`src/rtl/scan_pkg.sv`:
```
package scan_pkg;

  typedef struct packed {
    logic full;
    logic rgt;
    logic dwn;
  } scan_cfg_t;

  localparam scan_cfg_t CFG_RESET = '{full: 1'b1, rgt: 1'b1, dwn: 1'b1};

  typedef struct packed {
    logic hst;
    logic hck1;
    logic hck2;
    logic vst;
    logic vck;
    logic enb;
    logic pcg;
    logic blk;
    logic frame;
    logic line;
  } scan_out_t;

endpackage

```
`src/rtl/scan_hgen.sv`:
```
module scan_hgen #(
  parameter int HCK_HALF = 4,
  parameter int H_ACT    = 134,
  parameter int H_BLANK  = 112,
  parameter int ENB_FALL = 32,
  parameter int PCG_GAP  = 23,
  parameter int PCG_W    = 39,
  parameter int VCK_GAP  = 32,
  parameter int ENB_GAP  = 16,
  parameter int HST_M    = 2,
  parameter int VST_M    = 1
) (
  input  logic clk_i,
  input  logic rst_ni,
  input  logic rgt_i,
  output logic line_first_o,
  output logic line_last_o,
  output logic hck1_o,
  output logic hst_o,
  output logic enb_o,
  output logic pcg_o,
  output logic vck_past_o,
  output logic vst_win_o
);

  localparam int HCK_PER   = 2 * HCK_HALF;
  localparam int VID_START = HCK_HALF;
  localparam int VID_END   = VID_START + H_ACT * HCK_PER;
  localparam int T_EF      = VID_END + ENB_FALL;
  localparam int T_PR      = T_EF + PCG_GAP;
  localparam int T_PF      = T_PR + PCG_W;
  localparam int T_VT      = T_PR + VCK_GAP;
  localparam int T_ER      = T_VT + ENB_GAP;
  localparam int LINE_CYC  = VID_END + H_BLANK;
  localparam int HW        = $clog2(LINE_CYC + 1);
  localparam int PHW       = $clog2(HCK_PER);

  localparam logic [HW-1:0]  LAST_C  = HW'(LINE_CYC - 1);
  localparam logic [HW-1:0]  PRE_C   = HW'(VID_START - 1);
  localparam logic [HW-1:0]  VS_C    = HW'(VID_START);
  localparam logic [HW-1:0]  VE_C    = HW'(VID_END);
  localparam logic [HW-1:0]  HR_LO_C = HW'(VID_START - HST_M);
  localparam logic [HW-1:0]  HR_HI_C = HW'(VID_START + HST_M);
  localparam logic [HW-1:0]  HL_LO_C = HW'(VID_START + HCK_HALF - HST_M);
  localparam logic [HW-1:0]  HL_HI_C = HW'(VID_START + HCK_HALF + HST_M);
  localparam logic [HW-1:0]  EF_C    = HW'(T_EF);
  localparam logic [HW-1:0]  ER_C    = HW'(T_ER);
  localparam logic [HW-1:0]  PR_C    = HW'(T_PR);
  localparam logic [HW-1:0]  PF_C    = HW'(T_PF);
  localparam logic [HW-1:0]  VT_C    = HW'(T_VT);
  localparam logic [HW-1:0]  SL_C    = HW'(T_VT - VST_M);
  localparam logic [HW-1:0]  SH_C    = HW'(T_VT + VST_M);
  localparam logic [PHW-1:0] PH_LAST_C = PHW'(HCK_PER - 1);
  localparam logic [PHW-1:0] HALF_C    = PHW'(HCK_HALF);

  logic [HW-1:0]  hcnt_q, hcnt_d;
  logic [PHW-1:0] ph_q, ph_d;
  logic           in_vid;

  // next state
  always_comb begin
    line_last_o = (hcnt_q == LAST_C);
    hcnt_d      = line_last_o ? '0 : hcnt_q + 1'b1;
    if (hcnt_q == PRE_C || ph_q == PH_LAST_C) ph_d = '0;
    else                                      ph_d = ph_q + 1'b1;
  end

  always_ff @(posedge clk_i or negedge rst_ni) begin
    if (!rst_ni) begin
      hcnt_q <= '0;
      ph_q   <= '0;
    end else begin
      hcnt_q <= hcnt_d;
      ph_q   <= ph_d;
    end
  end

  // position decode
  always_comb begin
    line_first_o = (hcnt_q == '0);
    in_vid       = (hcnt_q >= VS_C) && (hcnt_q < VE_C);
    hck1_o       = in_vid && (ph_q < HALF_C);
    if (rgt_i) hst_o = (hcnt_q >= HR_LO_C) && (hcnt_q < HR_HI_C);
    else       hst_o = (hcnt_q >= HL_LO_C) && (hcnt_q < HL_HI_C);
    enb_o        = !((hcnt_q >= EF_C) && (hcnt_q < ER_C));
    pcg_o        = (hcnt_q >= PR_C) && (hcnt_q < PF_C);
    vck_past_o   = (hcnt_q >= VT_C);
    vst_win_o    = (hcnt_q >= SL_C) && (hcnt_q < SH_C);
  end

endmodule

```
`src/rtl/scan_vgen.sv`:
```
module scan_vgen
  import scan_pkg::*;
#(
  parameter int V_FULL    = 604,
  parameter int V_SHORT   = 500,
  parameter int V_TOTAL   = 628,
  parameter int BLK_LINES = 2
) (
  input  logic      clk_i,
  input  logic      rst_ni,
  input  logic      line_last_i,
  input  logic      vck_past_i,
  input  scan_cfg_t cfg_i,
  output logic      rgt_o,
  output logic      frame_top_o,
  output logic      vst_line_o,
  output logic      blk_o,
  output logic      vck_o,
  output logic      act_o
);

  localparam int VSTL = BLK_LINES + 1;
  localparam int ROW0 = VSTL + 1;
  localparam int OFF  = (V_FULL - V_SHORT) / 2;
  localparam int VW   = $clog2(V_TOTAL + 1);

  localparam logic [VW-1:0] VLAST_C  = VW'(V_TOTAL - 1);
  localparam logic [VW-1:0] BLK_C    = VW'(BLK_LINES);
  localparam logic [VW-1:0] VSTL_C   = VW'(VSTL);
  localparam logic [VW-1:0] R_LO_C   = VW'(ROW0);
  localparam logic [VW-1:0] R_HI_C   = VW'(ROW0 + V_FULL);
  localparam logic [VW-1:0] A_LO_C   = VW'(ROW0 + OFF);
  localparam logic [VW-1:0] A_HI_C   = VW'(ROW0 + OFF + V_SHORT);
  localparam logic          VST_PAR  = 1'(VSTL % 2);

  logic [VW-1:0] vcnt_q, vcnt_d;
  scan_cfg_t     cfg_q, cfg_d;
  logic          frame_last, in_rows;

  // next state: line counter and per-frame configuration
  always_comb begin
    frame_last = line_last_i && (vcnt_q == VLAST_C);
    vcnt_d     = vcnt_q;
    cfg_d      = cfg_q;
    if (line_last_i) vcnt_d = frame_last ? '0 : vcnt_q + 1'b1;
    if (frame_last)  cfg_d  = cfg_i;
  end

  always_ff @(posedge clk_i or negedge rst_ni) begin
    if (!rst_ni) begin
      vcnt_q <= '0;
      cfg_q  <= CFG_RESET;
    end else begin
      vcnt_q <= vcnt_d;
      cfg_q  <= cfg_d;
    end
  end

  // line decode
  always_comb begin
    rgt_o       = cfg_q.rgt;
    frame_top_o = (vcnt_q == '0);
    vst_line_o  = (vcnt_q == VSTL_C);
    in_rows     = (vcnt_q >= R_LO_C) && (vcnt_q < R_HI_C);
    if (cfg_q.full) act_o = in_rows;
    else            act_o = (vcnt_q >= A_LO_C) && (vcnt_q < A_HI_C);
    blk_o       = (vcnt_q < BLK_C) || (in_rows && !act_o);
    // level follows toggle-count parity; edge sense under the start pulse set by direction
    vck_o       = vcnt_q[0] ^ vck_past_i ^ VST_PAR ^ ~cfg_q.dwn;
  end

endmodule

```
`src/rtl/scan_timing_gen.sv`:
```
module scan_timing_gen
  import scan_pkg::*;
#(
  parameter int HCK_HALF  = 4,
  parameter int H_ACT     = 134,
  parameter int H_BLANK   = 112,
  parameter int ENB_FALL  = 32,
  parameter int PCG_GAP   = 23,
  parameter int PCG_W     = 39,
  parameter int VCK_GAP   = 32,
  parameter int ENB_GAP   = 16,
  parameter int HST_M     = 2,
  parameter int VST_M     = 1,
  parameter int V_FULL    = 604,
  parameter int V_SHORT   = 500,
  parameter int V_TOTAL   = 628,
  parameter int BLK_LINES = 2
) (
  input  logic clk_i,
  input  logic rst_ni,
  input  logic full_mode_i,
  input  logic right_scan_i,
  input  logic down_scan_i,
  output logic hst_o,
  output logic hck1_o,
  output logic hck2_o,
  output logic vst_o,
  output logic vck_o,
  output logic enb_o,
  output logic pcg_o,
  output logic blk_o,
  output logic frame_o,
  output logic line_o
);

  localparam logic VCK_RST = 1'((BLK_LINES + 1) % 2);

  logic [1:0] rs_q;
  logic       rst_n;

  // reset: asserted asynchronously, released on the clock
  always_ff @(posedge clk_i or negedge rst_ni) begin
    if (!rst_ni) rs_q <= '0;
    else         rs_q <= {rs_q[0], 1'b1};
  end
  assign rst_n = rs_q[1];

  scan_cfg_t cfg_pins;
  logic rgt, line_first, line_last, hck1_d, hst_d, enb_d, pcg_d, vck_past, vst_win;
  logic frame_top, vst_line, blk_d, vck_d, act_d;

  assign cfg_pins = '{full: full_mode_i, rgt: right_scan_i, dwn: down_scan_i};

  scan_hgen #(
    .HCK_HALF(HCK_HALF), .H_ACT(H_ACT), .H_BLANK(H_BLANK), .ENB_FALL(ENB_FALL),
    .PCG_GAP(PCG_GAP), .PCG_W(PCG_W), .VCK_GAP(VCK_GAP), .ENB_GAP(ENB_GAP),
    .HST_M(HST_M), .VST_M(VST_M)
  ) u_h (
    .clk_i(clk_i), .rst_ni(rst_n), .rgt_i(rgt),
    .line_first_o(line_first), .line_last_o(line_last), .hck1_o(hck1_d),
    .hst_o(hst_d), .enb_o(enb_d), .pcg_o(pcg_d), .vck_past_o(vck_past),
    .vst_win_o(vst_win)
  );

  scan_vgen #(
    .V_FULL(V_FULL), .V_SHORT(V_SHORT), .V_TOTAL(V_TOTAL), .BLK_LINES(BLK_LINES)
  ) u_v (
    .clk_i(clk_i), .rst_ni(rst_n), .line_last_i(line_last), .vck_past_i(vck_past),
    .cfg_i(cfg_pins), .rgt_o(rgt), .frame_top_o(frame_top), .vst_line_o(vst_line),
    .blk_o(blk_d), .vck_o(vck_d), .act_o(act_d)
  );

  scan_out_t out_d, out_q;

  always_comb begin
    out_d.hst   = hst_d;
    out_d.hck1  = hck1_d;
    out_d.hck2  = ~hck1_d;
    out_d.vst   = vst_line && vst_win;
    out_d.vck   = vck_d;
    out_d.enb   = enb_d;
    out_d.pcg   = pcg_d | blk_d;
    out_d.blk   = blk_d;
    out_d.frame = line_first && frame_top;
    out_d.line  = line_first && act_d;
  end

  always_ff @(posedge clk_i or negedge rst_n) begin
    if (!rst_n) begin
      out_q      <= '0;
      out_q.hck2 <= 1'b1;
      out_q.vck  <= VCK_RST;
    end else begin
      out_q <= out_d;
    end
  end

  assign hst_o   = out_q.hst;
  assign hck1_o  = out_q.hck1;
  assign hck2_o  = out_q.hck2;
  assign vst_o   = out_q.vst;
  assign vck_o   = out_q.vck;
  assign enb_o   = out_q.enb;
  assign pcg_o   = out_q.pcg;
  assign blk_o   = out_q.blk;
  assign frame_o = out_q.frame;
  assign line_o  = out_q.line;

endmodule

```
`config.mk`:
```
export PLATFORM = sky130hd
export DESIGN_NAME = scan_timing_gen
export DESIGN_NICKNAME = d
export VERILOG_FILES = /design/src/rtl/scan_pkg.sv /design/src/rtl/scan_hgen.sv /design/src/rtl/scan_vgen.sv /design/src/rtl/scan_timing_gen.sv
export SDC_FILE = /design/constraint.sdc
export NUM_CORES = 1
export LEC_CHECK = 0
export BUFFER_PORTS_ARGS = -buffer_cell sky130_fd_sc_hd__buf_2
export CORE_ASPECT_RATIO = 1.25
export CORE_MARGIN = 8
export CORE_UTILIZATION = 60
export CTS_CLUSTER_SIZE = 24
export DETAILED_ROUTE_END_ITERATION = 16
export PLACE_DENSITY = 0.76
export REMOVE_ABC_BUFFERS = 1
export SKIP_LAST_GASP = 1
export SYNTH_ARGS = -nofsm -noshare
export SYNTH_HDL_FRONTEND = slang
export SYNTH_SLANG_ARGS = --single-unit
```
`constraint.sdc`:
```
create_clock -name clk_i -period 2.25 [get_ports clk_i]
set_clock_uncertainty 0.15 [all_clocks]
set_input_delay 0.1125 -clock clk_i [delete_from_list [all_inputs] [get_ports clk_i]]
set_output_delay 0.1125 -clock clk_i [all_outputs]
set_load 0.02 [all_outputs]
```
# [After elaboration in Yosys (flattened, before gate mapping)]
# Cells that the tools add are included.
[op_classes] order_cmp=19 n_mux=5 addsub=3 reduce_logical=20 bitwise_logic=6 eq_ne=5
[op_table] operator="$ge 11x11->1 const B" count=4
[op_table] operator="$lt 11x11->1 const B" count=4
[op_table] operator="$ge 11x3->1 const B" count=2
[op_table] operator="$lt 10x10->1 const B" count=2
[op_table] operator="$logic_and 1x1->1" count=14
[op_table] operator="$add 11x1->11 const B" count=1
[op_table] operator="$eq 11x11->1 const B" count=1
[op_table] operator="$eq 11x2->1 const B" count=1
[op_table] operator="$ge 11x2->1 const B" count=1
[op_table] operator="$logic_not 11->1" count=1
[op_table] operator="$lt 11x3->1 const B" count=1
[op_table] operator="$lt 11x4->1 const B" count=1
[op_table] operator="$mux 11" count=1
[op_table] operator="$add 10x1->10 const B" count=1
[op_table] operator="$eq 10x10->1 const B" count=1
[op_table] operator="$eq 10x2->1 const B" count=1
[op_table] operator="$ge 10x3->1 const B" count=1
[op_table] operator="$ge 10x6->1 const B" count=1
[op_table] operator="$logic_not 10->1" count=1
[op_table] operator="$lt 10x2->1 const B" count=1
[op_table] operator="$mux 10" count=1
[op_table] operator="$add 3x1->3 const B" count=1
[op_table] operator="$eq 3x3->1 const B" count=1
[op_table] operator="$lt 3x3->1 const B" count=1
[op_table] operator="7 further kinds" count=13
[totals] out_inout_bits=10 register_bits=39

# [Longest topological paths before layout]
[logic_depth] ltp_word=7 mapped_depth=6

# [Cells and area by module]
# From an unflattened synthesis, not the netlist that was laid out.
[unflattened] cells_unflattened=197 area_unflattened_um2=2026.9
[modules_own_cells] mod="scan_hgen" cells_each=101 seq_area_each_um2=350.3 instances=1 area_each_um2=914.6
[modules_own_cells] mod="scan_vgen" cells_each=78 seq_area_each_um2=329.1 instances=1 area_each_um2=777.0
[modules_own_cells] mod="scan_timing_gen" cells_each=18 seq_area_each_um2=302.8 instances=1 area_each_um2=335.3

# [Worst setup path before layout]
# No wires, ideal clock.
[synth_path] path_kind="register to register" from="register u_h.hcnt_q[0]" to="register u_v.vcnt_q[9]" arrival_ps=1693 path_slack_ps=334 n_path_buf=0 period_less_slack_ps=1916 setup_time_ps=73 path_stages_with_launch=6 cell_sequence="dfrtp_1 -> ha_1 -> and4bb_4 -> nand4_4 -> or4_4 -> a21oi_2"
[synth_via] elab_chain_len=3
[synth_rtl] item="from (decl)" line_no="scan_hgen.sv:56" text="logic [HW-1:0] hcnt_q, hcnt_d;"
[synth_rtl] item="from (signal assigned)" line_no="scan_hgen.sv:73" text="hcnt_q <= hcnt_d;"
[synth_rtl] item="$eq 11x11->1 *" line_no="scan_hgen.sv:62" text="line_last_o = (hcnt_q == LAST_C);"
[synth_rtl] item="$logic_and 1x1->1" line_no="scan_vgen.sv:42" text="frame_last = line_last_i && (vcnt_q == VLAST_C);"
[synth_rtl] item="$mux 10" line_no="scan_vgen.sv:45" text="if (line_last_i) vcnt_d = frame_last ? '0 : vcnt_q + 1'b1;"
[synth_rtl] item="to (signal assigned)" line_no="scan_vgen.sv:54" text="vcnt_q <= vcnt_d;"
[synth_rtl] item="to (decl)" line_no="scan_vgen.sv:36" text="logic [VW-1:0] vcnt_q, vcnt_d;"
# Every way passes the cells marked *; elsewhere a longest branch is shown, timed or not.
# A chain may end at the register's enable or synchronous reset.

# [Final worst setup path]
[layout_path] from="register u_h.hcnt_q[0]" to="register u_v.cfg_q[2] (netlist name)"
[layout_via] elab_chain_len=2
[layout_rtl] item="$eq 11x11->1" line_no="scan_hgen.sv:62"
[layout_rtl] item="$logic_and 1x1->1" line_no="scan_vgen.sv:42"
[layout_rtl] item="to (signal assigned)" line_no="scan_vgen.sv:55" text="cfg_q <= cfg_d;"
[layout_rtl] item="to (decl)" line_no="scan_vgen.sv:37" text="scan_cfg_t cfg_q, cfg_d;"
# Every way passes these cells.

==> summary.txt <==
Layout
  • Commonest non-fill, non-tap cell in the layout: dfrtp_1
  • Nets@finish: 231
  • Most frequent cells in the layout: dfrtp_1, buf_2, nand3_1, nand2_1, a21oi_1
  • Ant. Diodes: 0
  • Fin util: 0.717
  • Area Overhead vs Synth: 13.5%
  • Fin area: 0.00231 mm^2
  • Fill cells: 243
  • Layout cells sized above 1: 0.213

STA
  • Unrepaired setup endpoints after global routing: false
  • Post-route setup slack: 0.182 ns
  • Setup TNS: 0 ns
  • Slew Limit Fails: 0
  • Final Setup Violations: 0
  • Fin. Hold Viols: 0
  • F_max: 484 MHz
  • Fin crit period: 2.07 ns
  • Crit share post-route: 0.919

Route
  • DR vias/cell: 6.13
  • DRT iter0 DRCs: 66
  • # DRC: 0
  • Post-DRT Antenna Nets: 0
  • TritonRoute pass-1 iters: 5
  • Total Wirelength: 4320 um
  • Vias: 1582
  • DR WL/cell: 16.7 um

Flow run
  • Max_cap viols: 0

Synth
  • Main combinational cell family by area after synthesis: simple AND/OR/NAND/NOR gates
  • Top cell type's share of synthesized area: 0.418
  • Xor and xnor area share after synthesis: 0.0688
  • Synth Flop Type: dfrtp_1
  • Largest cells by area after synthesis: dfrtp_1, dfstp_2, ha_1
  • Mux cell area share after synthesis: 0.0166
  • Number of distinct library cells after synthesis: 47
  • Synth area leader: dfrtp_1
  • Post-synthesis compound-gate area fraction: 0.101
  • Synthesized flop and latch total: 39
  • Post-Synth Adder-Cell Area: 0.0369
  • Syn avg cell area: 10.4 um^2
  • Seq/Total Area, Yosys: 0.482
  • Asr flop ratio synth: 1.00
  • Synth Warn #: 0
  • Synthesized instance count: 196
  • Number of synthesized flops with an enable pin: 0
  • Simple-gate share of the synthesized area: 0.254
  • Synth Cell Area: 0.00204 mm^2

Critical path
  • Crit path kind: flop to flop
  • Max Fanout on Critical Path: 8
  • R2r setup slk: 0.18 ns
  • Worst path arrival time: 2.14 ns
  • CP Capture Type: flop
  • CP Launch Type: flop
  • Crit Reg-Reg Startpoint: u_h.hcnt_q[0]
  • Worst Path Required: 2.32 ns
  • Crit path launch: u_h.hcnt_q[0]

Placement
  • Post-placement cell area: 0.00216 mm^2
  • DP Wirelength: 3200 um
  • PortBufs: 14
  • GPL Wtd Cong: 0.887
  • Pre-CTS WS: 0.183 ns

Power and ir drop
  • Flop pwr share: 0.566
  • LEAKAGE: 1.04 nW
  • Total power: 1.24 mW
  • Psw: 0.252 mW
  • Power share of the clock group: 0.415
  • P per Cell Area: 538 mW/mm^2
  • Switching portion of total power: 0.202
  • Max IR drop VDD: 0.000640 V
  • Internal power component: 0.992 mW
  • Comb pwr share: 0.019

Clock network
  • Root Driver: clkbuf_8
  • Sink Count: 39
  • Worst skew pair latency: 0.29 ns
  • Clock Path Buffers: 2
  • CTS tree: done
  • CTS clk-pin slew, worst paths: 0.07 ns
  • CTS Buf Count: 5
  • H-tree depth: 2

Floorplanning
  • Die X: 68.1 um
  • Starting Density: 0.632
  • Die Ht: 81.1 um
  • Total die area: 0.00553 mm^2
  • Rows: 23
  • Ports: 15
  • Core area: 0.00322 mm^2

GRT
  • Vias in the first global route: 1625
  • Initial antenna violation count: 0
  • First-pass GRT wire length: 7310 um
  • GRT overflow: 0
  • Largest net degree at the start of global routing: 38
  • GRT Total Usage: 0.174

Worst hold path
  • Type of the most critical hold path: flop to async pin

Status
  • Status: complete, no violations
==> cells in the mapped netlist, types with 2 or more instances <==
master / number
inv_1: 7
nor3_1: 5
buf_2: 5
nor2_1: 10
nor4_1: 3
and2_1: 4
and4bb_4: 2
mux2_1: 2
nand4_1: 7
nand2_1: 11
or3_1: 6
clkbuf_1: 4
ha_1: 6
nor4_2: 2
o31ai_1: 2
or2_2: 2
a211o_1: 3
o21ai_0: 8
dfstp_2: 5
nand3_1: 13
a21oi_1: 11
xor2_1: 8
xnor2_1: 8
nor2b_1: 2
dfrtp_1: 34
and3_1: 5
==> path summary, 6_finish.rpt <==
path	to	depth (start not counted)
worst max-delay path	u_v.cfg_q[2]	5
worst min-delay path	u_v.vcnt_q[4]	1
worst max register to register	u_v.cfg_q[2]	5
worst min register to register	u_v.vcnt_q[4]	1
max in group asynchronous	rs_q[0]	3
min in group clk_i	rs_q[1]	0
==> per-stage QoR <==
stage / hold WS [ns] / cells
finish: 0.139 / 258
global route: 0.196 / 258
CTS: 0.147 / 258
detailed placement: -0.250 / 245
global placement: -0.253 / 245
floorplan: -0.333 / 186
==> kinds of logic (layout without fill, tap and decap cells) <==
family,Yosys count,after routing
AOI/OAI and AO/OA,32,32
xor gates and xnor gates,16,16
adders and majority gates,6,6
buffers and inverters,17,42
DFF,39,39
muxes,3,3
other,1,1
and+or+nand+nor,82,82
==> worst max-delay path: stages, from the launching register on <==
cell and delay [ns]:
dfrtp_1 0.43, ha_1 0.30, and4bb_4 0.31, nand3_1 0.17, nor2_4 0.27, mux2_2 0.36
==> sequential cells by signal (all words and copies together), names as in the netlist <==
name,cells
frame_o,1
rs_q,2
hck1_o,1
blk_o,1
line_o,1
enb_o,1
vck_o,1
u_h.hcnt_q,11
u_v.vcnt_q,10
u_v.cfg_q,2
hst_o,1
pcg_o,1
hck2_o,1
u_v.rgt_o,1
vst_o,1
u_h.ph_q,3
==> power groups by stage <==
stage	Sequential, mW	Combinational [mW]	Clock, mW
floorplan	0.726	0.000192	0
CTS	0.703	0.0253	0.531
detailed placement	0.717	0.0184	0
global route	0.703	0.0281	0.554
finish	0.703	0.0242	0.516
global placement	0.716	0.0180	0
==> cell type report <==
class | instances | area (um^2) | area share
Clock buffer | 8 | 100 | 0.0433
Inverter | 7 | 26.3 | 0.0114
Multi-Input combinational cell | 140 | 977 | 0.423
Sequential cell | 39 | 982 | 0.425
Tap cell | 37 | 46.3 | 0.0200
Timing Repair Buffer | 27 | 180 | 0.0779
==> routing by layer <==
metal	global-route usage	vias to the layer above	share of wire
met1	0.182	775	0.39
met2	0.303	50	0.53
li1	-	744	-
met4	0.101	0	0.034
met3	0.0454	13	0.046
met5	0	-	0
==> repair_timing <==
action / in CTS / in global routing
hold endpoints to repair: 5 / 0
gates resized for setup: 0 / 0
buffers inserted: 0 / 0
hold buffers: 5 / 0
No activity file was read; power rests on OpenSTA's default activity.
